===== config.mk =====
export PLATFORM = sky130hd
export DESIGN_NAME = adc_scan_ctrl
export DESIGN_NICKNAME = d
export VERILOG_FILES = /design/src/rtl/adc_scan_pkg.sv /design/src/rtl/adc_scan_seq.sv /design/src/rtl/adc_cal_fsm.sv /design/src/rtl/adc_scan_ctrl.sv
export SDC_FILE = /design/constraint.sdc
export NUM_CORES = 1
export LEC_CHECK = 0
export ABC_AREA = 1
export BUFFER_PORTS_ARGS = -buffer_cell sky130_fd_sc_hd__buf_2
export CAP_MARGIN = 20
export CORE_MARGIN = 8
export CORE_UTILIZATION = 55
export CTS_CLUSTER_DIAMETER = 100
export CTS_CLUSTER_SIZE = 20
export DETAILED_ROUTE_END_ITERATION = 7
export HOLD_SLACK_MARGIN = 0.15
export MAX_ROUTING_LAYER = met4
export PLACE_DENSITY_LB_ADDON = 0.1
export SLEW_MARGIN = 20
export SYNTH_ARGS = -nofsm -noshare
export SYNTH_HDL_FRONTEND = slang
export SYNTH_HIERARCHICAL = 1
export SYNTH_SLANG_ARGS = --single-unit

===== constraint.sdc =====
create_clock -name clk -period 2.3 [get_ports clk]
set_input_delay 0.46 -clock clk [delete_from_list [all_inputs] [get_ports clk]]
set_output_delay 0.46 -clock clk [all_outputs]
set_load 0.1 [all_outputs]

===== src/rtl/adc_scan_pkg.sv =====
package adc_scan_pkg;
  localparam int DATA_W   = 16;
  localparam int OFS_CTRL = 'h000;
  localparam int OFS_SEL  = 'h004;
  localparam int OFS_RES  = 'h020;
  localparam int OFS_CAL  = 'h1F0;

  localparam int CTRL_GO   = 15;
  localparam int CTRL_MHI  = 14;
  localparam int CTRL_MLO  = 13;
  localparam int CTRL_IE   = 12;

  localparam logic [1:0] MODE_SINGLE = 2'b00;

  typedef enum logic [1:0] {SQ_IDLE, SQ_PICK, SQ_REQ, SQ_WAIT} seq_state_e;
  typedef enum logic [1:0] {CL_IDLE, CL_RUN, CL_DONE} cal_state_e;
endpackage


===== src/rtl/adc_scan_seq.sv =====
module adc_scan_seq
  import adc_scan_pkg::*;
#(
  parameter int NCH         = 16,
  parameter int RES_W       = 12,
  parameter int CONV_CYCLES = 4,
  localparam int CH_W  = $clog2(NCH),
  localparam int CNT_W = $clog2(CONV_CYCLES + 1)
) (
  input  logic             clk,
  input  logic             rst_n,
  input  logic             start,
  input  logic             abort,
  input  logic [NCH-1:0]   sel,
  output logic             busy,
  output logic             done,
  output logic             conv_req_valid,
  input  logic             conv_req_ready,
  output logic [CH_W-1:0]  conv_ch,
  input  logic             conv_res_valid,
  output logic             conv_res_ready,
  input  logic [RES_W-1:0] conv_res_data,
  output logic             wr_en,
  output logic [CH_W-1:0]  wr_ch,
  output logic [RES_W-1:0] wr_data
);
  seq_state_e       st_q;
  logic [NCH-1:0]   left_q;
  logic [CH_W-1:0]  ch_q;
  logic [CNT_W-1:0] cnt_q;
  logic [CH_W-1:0]  nxt_ch;

  // lowest pending channel wins
  always_comb begin
    nxt_ch = '0;
    for (int i = NCH - 1; i >= 0; i--) begin
      if (left_q[i]) nxt_ch = CH_W'(i);
    end
  end

  assign busy           = (st_q != SQ_IDLE);
  assign conv_req_valid = (st_q == SQ_REQ);
  assign conv_ch        = ch_q;
  assign conv_res_ready = (st_q == SQ_WAIT) && (cnt_q == '0);
  assign done           = (st_q == SQ_PICK) && (left_q == '0) && !abort;
  assign wr_en          = conv_res_ready && conv_res_valid && !abort;
  assign wr_ch          = ch_q;
  assign wr_data        = conv_res_data;

  always_ff @(posedge clk or negedge rst_n) begin
    if (!rst_n) begin
      st_q   <= SQ_IDLE;
      left_q <= '0;
      ch_q   <= '0;
      cnt_q  <= '0;
    end else if (abort) begin
      st_q   <= SQ_IDLE;
      left_q <= '0;
    end else begin
      case (st_q)
        SQ_IDLE: if (start) begin
          left_q <= sel;
          st_q   <= SQ_PICK;
        end
        SQ_PICK: if (left_q == '0) begin
          st_q <= SQ_IDLE;
        end else begin
          ch_q           <= nxt_ch;
          left_q[nxt_ch] <= 1'b0;
          st_q           <= SQ_REQ;
        end
        SQ_REQ: if (conv_req_ready) begin
          cnt_q <= CNT_W'(CONV_CYCLES);
          st_q  <= SQ_WAIT;
        end
        SQ_WAIT: begin
          if (cnt_q != '0) cnt_q <= cnt_q - 1'b1;
          else if (conv_res_valid) st_q <= SQ_PICK;
        end
        default: st_q <= SQ_IDLE;
      endcase
    end
  end
endmodule


===== src/rtl/adc_cal_fsm.sv =====
module adc_cal_fsm
  import adc_scan_pkg::*;
#(
  parameter int CAL_CYCLES = 20,
  localparam int CW = $clog2(CAL_CYCLES + 1)
) (
  input  logic clk,
  input  logic rst_n,
  input  logic req,
  input  logic err_in,
  output logic ready,
  output logic err
);
  cal_state_e  st_q;
  logic [CW-1:0] cnt_q;
  logic        err_q;

  assign ready = (st_q == CL_DONE);
  assign err   = err_q;

  always_ff @(posedge clk or negedge rst_n) begin
    if (!rst_n) begin
      st_q  <= CL_IDLE;
      cnt_q <= '0;
      err_q <= 1'b0;
    end else begin
      case (st_q)
        CL_IDLE: if (req) begin
          st_q  <= CL_RUN;
          cnt_q <= CW'(CAL_CYCLES - 1);
          err_q <= 1'b0;
        end
        CL_RUN: begin
          if (!req) st_q <= CL_IDLE;
          else if (cnt_q == '0) begin
            st_q  <= CL_DONE;
            err_q <= err_in;
          end else cnt_q <= cnt_q - 1'b1;
        end
        CL_DONE: if (!req) st_q <= CL_IDLE;
        default: st_q <= CL_IDLE;
      endcase
    end
  end
endmodule


===== src/rtl/adc_scan_ctrl.sv =====
module adc_scan_ctrl
  import adc_scan_pkg::*;
#(
  parameter int NCH         = 16,
  parameter int RES_W       = 12,
  parameter int ADDR_W      = 9,
  parameter int CONV_CYCLES = 4,
  parameter int CAL_CYCLES  = 20,
  localparam int CH_W = $clog2(NCH)
) (
  input  logic              clk,
  input  logic              rst_n,
  input  logic [ADDR_W-1:0] bus_addr,
  input  logic [DATA_W-1:0] bus_wdata,
  input  logic              bus_we,
  input  logic              bus_re,
  output logic [DATA_W-1:0] bus_rdata,
  output logic              conv_req_valid,
  input  logic              conv_req_ready,
  output logic [CH_W-1:0]   conv_ch,
  input  logic              conv_res_valid,
  output logic              conv_res_ready,
  input  logic [RES_W-1:0]  conv_res_data,
  input  logic              cal_err_in,
  output logic              irq
);
  localparam logic [ADDR_W-1:0] A_CTRL    = ADDR_W'(OFS_CTRL);
  localparam logic [ADDR_W-1:0] A_SEL     = ADDR_W'(OFS_SEL);
  localparam logic [ADDR_W-1:0] A_RES     = ADDR_W'(OFS_RES);
  localparam logic [ADDR_W-1:0] A_RES_END = ADDR_W'(OFS_RES + 2 * NCH);
  localparam logic [ADDR_W-1:0] A_CAL     = ADDR_W'(OFS_CAL);

  logic             ie_q, cal_req_q, irq_q;
  logic [1:0]       mode_q;
  logic [NCH-1:0]   sel_q;
  logic             busy, seq_done, wr_en;
  logic [CH_W-1:0]  wr_ch;
  logic [RES_W-1:0] wr_data;
  logic             cal_ready, cal_err;
  logic [NCH*RES_W-1:0] res_flat;

  logic wr_ctrl, start_go, abort_go;
  assign wr_ctrl  = bus_we && (bus_addr == A_CTRL);
  assign start_go = wr_ctrl && bus_wdata[CTRL_GO] && !busy && !cal_req_q
                    && (bus_wdata[CTRL_MHI:CTRL_MLO] == MODE_SINGLE);
  assign abort_go = wr_ctrl && !bus_wdata[CTRL_GO] && busy;

  always_ff @(posedge clk or negedge rst_n) begin
    if (!rst_n) begin
      ie_q      <= 1'b0;
      mode_q    <= MODE_SINGLE;
      sel_q     <= '0;
      cal_req_q <= 1'b0;
      irq_q     <= 1'b0;
    end else begin
      irq_q <= seq_done && ie_q;
      if (wr_ctrl) begin
        ie_q   <= bus_wdata[CTRL_IE];
        mode_q <= bus_wdata[CTRL_MHI:CTRL_MLO];
      end
      if (bus_we && bus_addr == A_SEL) sel_q <= bus_wdata[NCH-1:0];
      if (bus_we && bus_addr == A_CAL) cal_req_q <= bus_wdata[0];
    end
  end
  assign irq = irq_q;

  for (genvar g = 0; g < NCH; g++) begin : g_res
    logic [RES_W-1:0] r_q;
    always_ff @(posedge clk or negedge rst_n) begin
      if (!rst_n) r_q <= '0;
      else if (wr_en && wr_ch == CH_W'(g)) r_q <= wr_data;
    end
    assign res_flat[g*RES_W +: RES_W] = r_q;
  end

  adc_scan_seq #(.NCH(NCH), .RES_W(RES_W), .CONV_CYCLES(CONV_CYCLES)) u_seq (
    .clk(clk), .rst_n(rst_n), .start(start_go), .abort(abort_go), .sel(sel_q),
    .busy(busy), .done(seq_done),
    .conv_req_valid(conv_req_valid), .conv_req_ready(conv_req_ready), .conv_ch(conv_ch),
    .conv_res_valid(conv_res_valid), .conv_res_ready(conv_res_ready),
    .conv_res_data(conv_res_data),
    .wr_en(wr_en), .wr_ch(wr_ch), .wr_data(wr_data)
  );

  adc_cal_fsm #(.CAL_CYCLES(CAL_CYCLES)) u_cal (
    .clk(clk), .rst_n(rst_n), .req(cal_req_q), .err_in(cal_err_in),
    .ready(cal_ready), .err(cal_err)
  );

  // register read path
  logic [ADDR_W-1:0] res_off;
  logic [CH_W-1:0]   res_idx;
  logic              res_hit;
  assign res_off = bus_addr - A_RES;
  assign res_idx = res_off[CH_W:1];
  assign res_hit = (bus_addr >= A_RES) && (bus_addr < A_RES_END) && !bus_addr[0];

  always_comb begin
    bus_rdata = '0;
    if (bus_re) begin
      if (bus_addr == A_CTRL)
        bus_rdata = {busy, mode_q, ie_q, 12'b0};
      else if (bus_addr == A_SEL)
        bus_rdata = DATA_W'(sel_q);
      else if (bus_addr == A_CAL)
        bus_rdata = {13'b0, cal_err, cal_ready, cal_req_q};
      else if (res_hit)
        bus_rdata = DATA_W'(res_flat[res_idx*RES_W +: RES_W]);
    end
  end
endmodule


Word level (Yosys, flattened, before mapping)
Index checks and enable logic that the tools add are counted.
- register bits: 246
- input bits: 44
- output and inout port bits: 23
- word-level logic and storage cells: 185
- add/subtract/negate cells: 3
- multipliers: 1
- $lt $le $gt $ge: 4
- equal/unequal tests: 35
- shifts and indexed selects: 1
- mux-type cells: 50
- bitwise gates (word level): 4
- reduce and logical (&&, ||, !) cells: 59
- operator list (cell ; number):
    $shiftx 192x9->12 ; 1
    $mux 16 ; 6
    $mux 4 ; 16
    $logic_and 1x1->1 ; 34
    $eq 4x4->1 const B ; 8
    $pmux 16 s2 ; 1
    $mux 12 ; 2
    $mux 2 ; 10
    $and 16x16->16 ; 1
    $eq 4x3->1 const B ; 4
    $logic_not 16->1 ; 1
    $not 16->16 ; 1
    $reduce_and 4->1 ; 4
    $mux 5 ; 3
    $ne 3x2->1 const B ; 5
    $ne 2x2->1 const B ; 5
    $pmux 5 s2 ; 1
    $sub 5x1->5 const B ; 2
    $eq 9x3->1 const B ; 1
    $eq 9x9->1 const B ; 1
    $ge 9x6->1 const B ; 1
    $logic_not 9->1 ; 1
    $lt 9x7->1 const B ; 1
    $reduce_and 3->1 ; 3
    25 further kinds ; 44

Logic depth before layout (Yosys ltp)
- word-level depth: 25
- gate-level depth with buffers: 19
- mapped depth without buffers: 19

Modules after synthesis
Netlist, hierarchy kept.
- modules (own cells, without submodules) (module ; times used ; cells an instance ; area an instance (µm²) ; seq. area each (µm²)):
    adc_scan_ctrl ; 1 ; 1312 ; 10069.7 ; 5330.1
    adc_scan_seq ; 1 ; 251 ; 1898.1 ; 625.6
    adc_cal_fsm ; 1 ; 58 ; 425.4 ; 200.2

Worst setup path before layout
Ideal clock, no wire load.
- path type: input to output
- start: input port bus_addr[1]
- end: output port bus_rdata[11]
- data arrival time: 2822 ps
- data required time: 1840 ps
- setup slack: -982 ps
- cell stages on the path: 9
- buffers on the path: 2
- cell sequence: buf_4 clkinv_2 nand2_2 nor2_4 nand4_2 nor2_4 buf_6 nand2_1 a21oi_1
- word-level cells in the longest chain between the ends: 8
- elaborated cells between the ends (all ways): 15
- those cells by class: add/sub: 1; mul: 1; order compare: 2; eq/ne: 2; shift: 1; mux: 5; reduce/logical: 3
- RTL lines (item ; RTL line ; RTL):
    start: declaration ; adc_scan_ctrl.sv:13 ; input logic [ADDR_W-1:0] bus_addr,
    $sub 5x1->5, or another cell as far along ; adc_scan_ctrl.sv:94 ; assign res_off = bus_addr - A_RES;
    $mul 4x2->6 or $logic_and 1x1->1 (tied branches) ; adc_scan_ctrl.sv:108, adc_scan_ctrl.sv:96 ;
    $shiftx 192x9->12 or $logic_and 1x1->1 (tied branches) ; adc_scan_ctrl.sv:108, adc_scan_ctrl.sv:96 ;
    $mux 12 ; adc_scan_ctrl.sv:107 ; else if (res_hit)
    $mux 12 ; adc_scan_ctrl.sv:105 ; else if (bus_addr == A_CAL)
    $mux 16 ; adc_scan_ctrl.sv:103 ; else if (bus_addr == A_SEL)
    $mux 16 * ; adc_scan_ctrl.sv:101 ; if (bus_addr == A_CTRL)
    $mux 16 * ; adc_scan_ctrl.sv:100 ; if (bus_re) begin
    end: declaration ; adc_scan_ctrl.sv:17 ; output logic [DATA_W-1:0] bus_rdata,
Mark *: on every way between the ends. The rest lies on a longest branch, timed or not.

Final worst setup path
- start: input port bus_addr[1]
- end: output port bus_rdata[7]
The elaborated chain is that of the path after synthesis.

==> results.toml <==
[yosys]
syn_avg_cell_area_um2 = 7.645
synthDominantAreaCellType = "dfrtp_1"
synthesized_cell_area_mm2 = 0.01239
postSynth.topFlopCell = "dfrtp_1"
post_synth_inst_count = 1621
synth.most_common_cell = "nand2_1"
synth-edff-count = 0
main_area_contributors_after_synthesis = "dfrtp_1 50%, nand2_1 18%, o21ai_0 8.2%"
ys_warns = 6
synth_cell_types = 38
proportion_of_synthesized_chip_area_in_sequential_cells_pct = 49.67
synth_seq_cells = 246
synth_top_cells_by_count = "606 x nand2_1, 246 x dfrtp_1, 203 x o21ai_0, 162 x nand3_1, 97 x inv_1"
synthDominantCellAreaShare_pct = 49.67
async_reset_ff_share_pct = 100.0
synthesis.nets = 1672

[placed_design]
count_of_input_and_output_buffers = 66
dpl.hpwl_um = 23730
gp_congestion = 0.9226
placedInstanceArea_mm2 = 0.01410
dpl_worst_slack_ns = -0.1676
number_of_placed_instances_taps_included = 1949

[status]
status = "finished with violations"
failing_checks = "negative setup slack"

[floorplan]
design.die.area_mm2 = 0.02759
core.rowCount = 55
start_util_pct = 55.41
floorplan.io_pins = 67
core_area_mm2 = 0.02237
floorplan.die.width_um = 166.1
die_y_um = 166.1

[route]
route.antenna.remaining_nets = 0
dr.pass1.iters = 5
avgViaCountPerCell = 5.641
routedWlPerCell_um = 19.23
drt_iter0_markers = 963
drt_wl_total_um = 38440
num_vias = 11280
drc = 0

[sta]
clock_period_minus_final_worst_setup_slack_ns = 2.369
tightest_slew_ns = 0.6479
skew_final_ns = 0.01186
worst_slack_ns = -0.06912
max-slew-margin-rel_pct = 56.76
grt_setup_unrepaired = "true"
tns_setup_ns = -0.4790
timing.final.crit_share_pct = 103.0
max_freq_mhz = 422.1
finalHoldViolations = 0
setup_viol_count_final = 12
slew_violations = 0

[min_path]
hold_path.startpoint = "bus_wdata[10]"
min-delay-path-class = "input pin to register"

[final_layout]
flow.area_growth_from_synthesis_pct = 26.13
antennaDiodeCount = 0
final_core_utilization_pct = 69.89
layoutNonFillerInstCount = 1999
final_net_count = 1764
fin_area_mm2 = 0.01563
post_route_cells_drive_above_1_share_pct = 23.57

[global_route]
grt_pass1_wl_um = 57060
globalRouteTotalUtil_pct = 26.20
grt_max_degree = 61
number_of_global_route_vias_before_repair = 10440
grt_overflow = 0
initial_antenna_violation_count = 0

[clock_tree]
cts_tree = "built"
number_of_buffers_between_clock_root_and_the_deepest_sink = 3
cts-root-buf = "clkbuf_16"
cts_buffers = 16
cts_max_level = 1
clock_sinks = 246
clk_lat_worst_skew_ns = 0.49
clkTransAtPathRegs_ns = 0.08

[run]
max-cap-violations = 0

[setup_path]
crit_path_kind = "input pin to output port"
timing.critical_path.from_type = "input pin"
timing.critical_path.from = "bus_addr[1]"
critical_path_required_ns = 1.84
cp-end-kind = "output port"
worstPathMaxFanout = 7
critical_path_arrival_ns = 1.91
critical_path.reg2reg.startpoint = "u_seq/st_q[0]$_DFFE_PN0P_"

[power_and_ir_drop]
leakagePower_nw = 7.440
irDropWorstVdd_v = 0.0006587
power.density_mw_per_mm2 = 794.1
cells by family (layout without fill, tap and decap cells):
| kind of cell | after synthesis | in the layout | synth area share (%) |
|---|---|---|---|
| muxes | 1 | 1 | 0.09086 |
| xor gates and xnor gates | 1 | 1 | 0.07068 |
| adders and majority gates | 7 | 7 | 0.7067 |
| AOI/OAI and AO/OA | 268 | 268 | 11.37 |
| DFF | 246 | 246 | 49.67 |
| buffers and inverters | 224 | 317 | 8.147 |
| and+or+nand+nor | 874 | 874 | 29.94 |
area by class of cell:
cell class,instances,area [µm²]
Fill cell,1820,6734
Clock buffer,17,425.4
Tap cell,285,356.6
Multi-Input combinational cell,1151,5931
Timing Repair Buffer,180,2247
Sequential cell,246,6156
Clock inverter,2,41.29
Inverter,118,474.2
per-stage QoR:
| stage | power, W | hold WS [ns] |
|---|---|---|
| 2_1_floorplan | 0.008241 | 0.1644 |
| 4_1_cts | 0.01222 | 0.1875 |
| 3_3_place_gp | 0.009130 | 0.4362 |
| 3_5_place_dp | 0.009253 | 0.4347 |
| 6_report | 0.01241 | 0.1949 |
| 5_1_grt | 0.01311 | 0.1972 |
report_power, final:
group | leakage, nW | total, W | internal (W) | switching, W
sequential | 3.36 | 0.00546 | 0.00497 | 0.000498
combinational | 3.85 | 0.00402 | 0.00140 | 0.00262
clock | 0.230 | 0.00292 | 0.00145 | 0.00148
cells in the final DEF (no fill, tap or decap), types with 3 or more instances in the layout:
cell type and count:
inv_1 86, a21oi_1 27, inv_4 3, nand2_4 14, nor2_2 9, ha_1 6
nor3_4 4, nor3_1 3, dfrtp_1 246, a22oi_1 4, a21oi_4 16, buf_2 45
nand2_1 538, nor3_2 5, inv_2 25, o21ai_0 194, nor2_1 48, buf_4 55
buf_16 3, nand3_2 26, clkbuf_16 33, buf_6 10, nand3_1 132, nor2_4 12
nand2_2 62, nand3_4 6, a21oi_2 12, nand4_1 10, o21ai_1 11, buf_12 47
flip-flops by register name (all words and copies together), names as in the netlist, 2 cells and up:
signal / flops
g_res.r_q: 192
sel_q: 16
u_seq/left_q: 16
u_cal/cnt_q: 5
u_seq/conv_ch: 4
u_seq/cnt_q: 3
mode_q: 2
u_cal/st_q: 2
u_seq/st_q: 2
worst max-delay path: stages:
cell and delay, ns:
buf_12 0.12, inv_16 0.08, buf_16 0.17, buf_12 0.14
nand2_2 0.05, nand3_2 0.07, nand2_2 0.08, nand2_2 0.09
nand2_1 0.06, nand2_1 0.08, nand3_2 0.11, a21oi_4 0.19
buf_12 0.19
per-layer routing:
layer	global-route usage [%]	share of wire, %
met1	34.43	42
met2	42.73	48
met3	2.520	6.1
met4	7.787	3.6
met5	-	0
what timing repair did:
action	in CTS	in global routing
buffers inserted	3	7
endpoints found under the setup margin	12	152
cloned	4	17
hold buffers	1	0
gates resized for setup	44	95
pin swaps	13	38
endpoints found under the hold margin	53	0
worst paths after layout:
path | end | slack (ns) | cells past startpoint
max | bus_rdata[7] | -0.07 | 13
min | sel_q[10]$_DFFE_PN0P_ | 0.19 | 3
max reg2reg | g_res[0].r_q[6]$_DFFE_PN0P_ | 0.08 | 14
min reg2reg | g_res[4].r_q[10]$_DFFE_PN0P_ | 0.49 | 2
max in group asynchronous | g_res[9].r_q[4]$_DFFE_PN0P_ | 1.06 | 3
min in group asynchronous | u_cal/cnt_q[2]$_DFFE_PN0P_ | 0.49 | 2
Note: power is estimated with default switching activity, not from simulation.
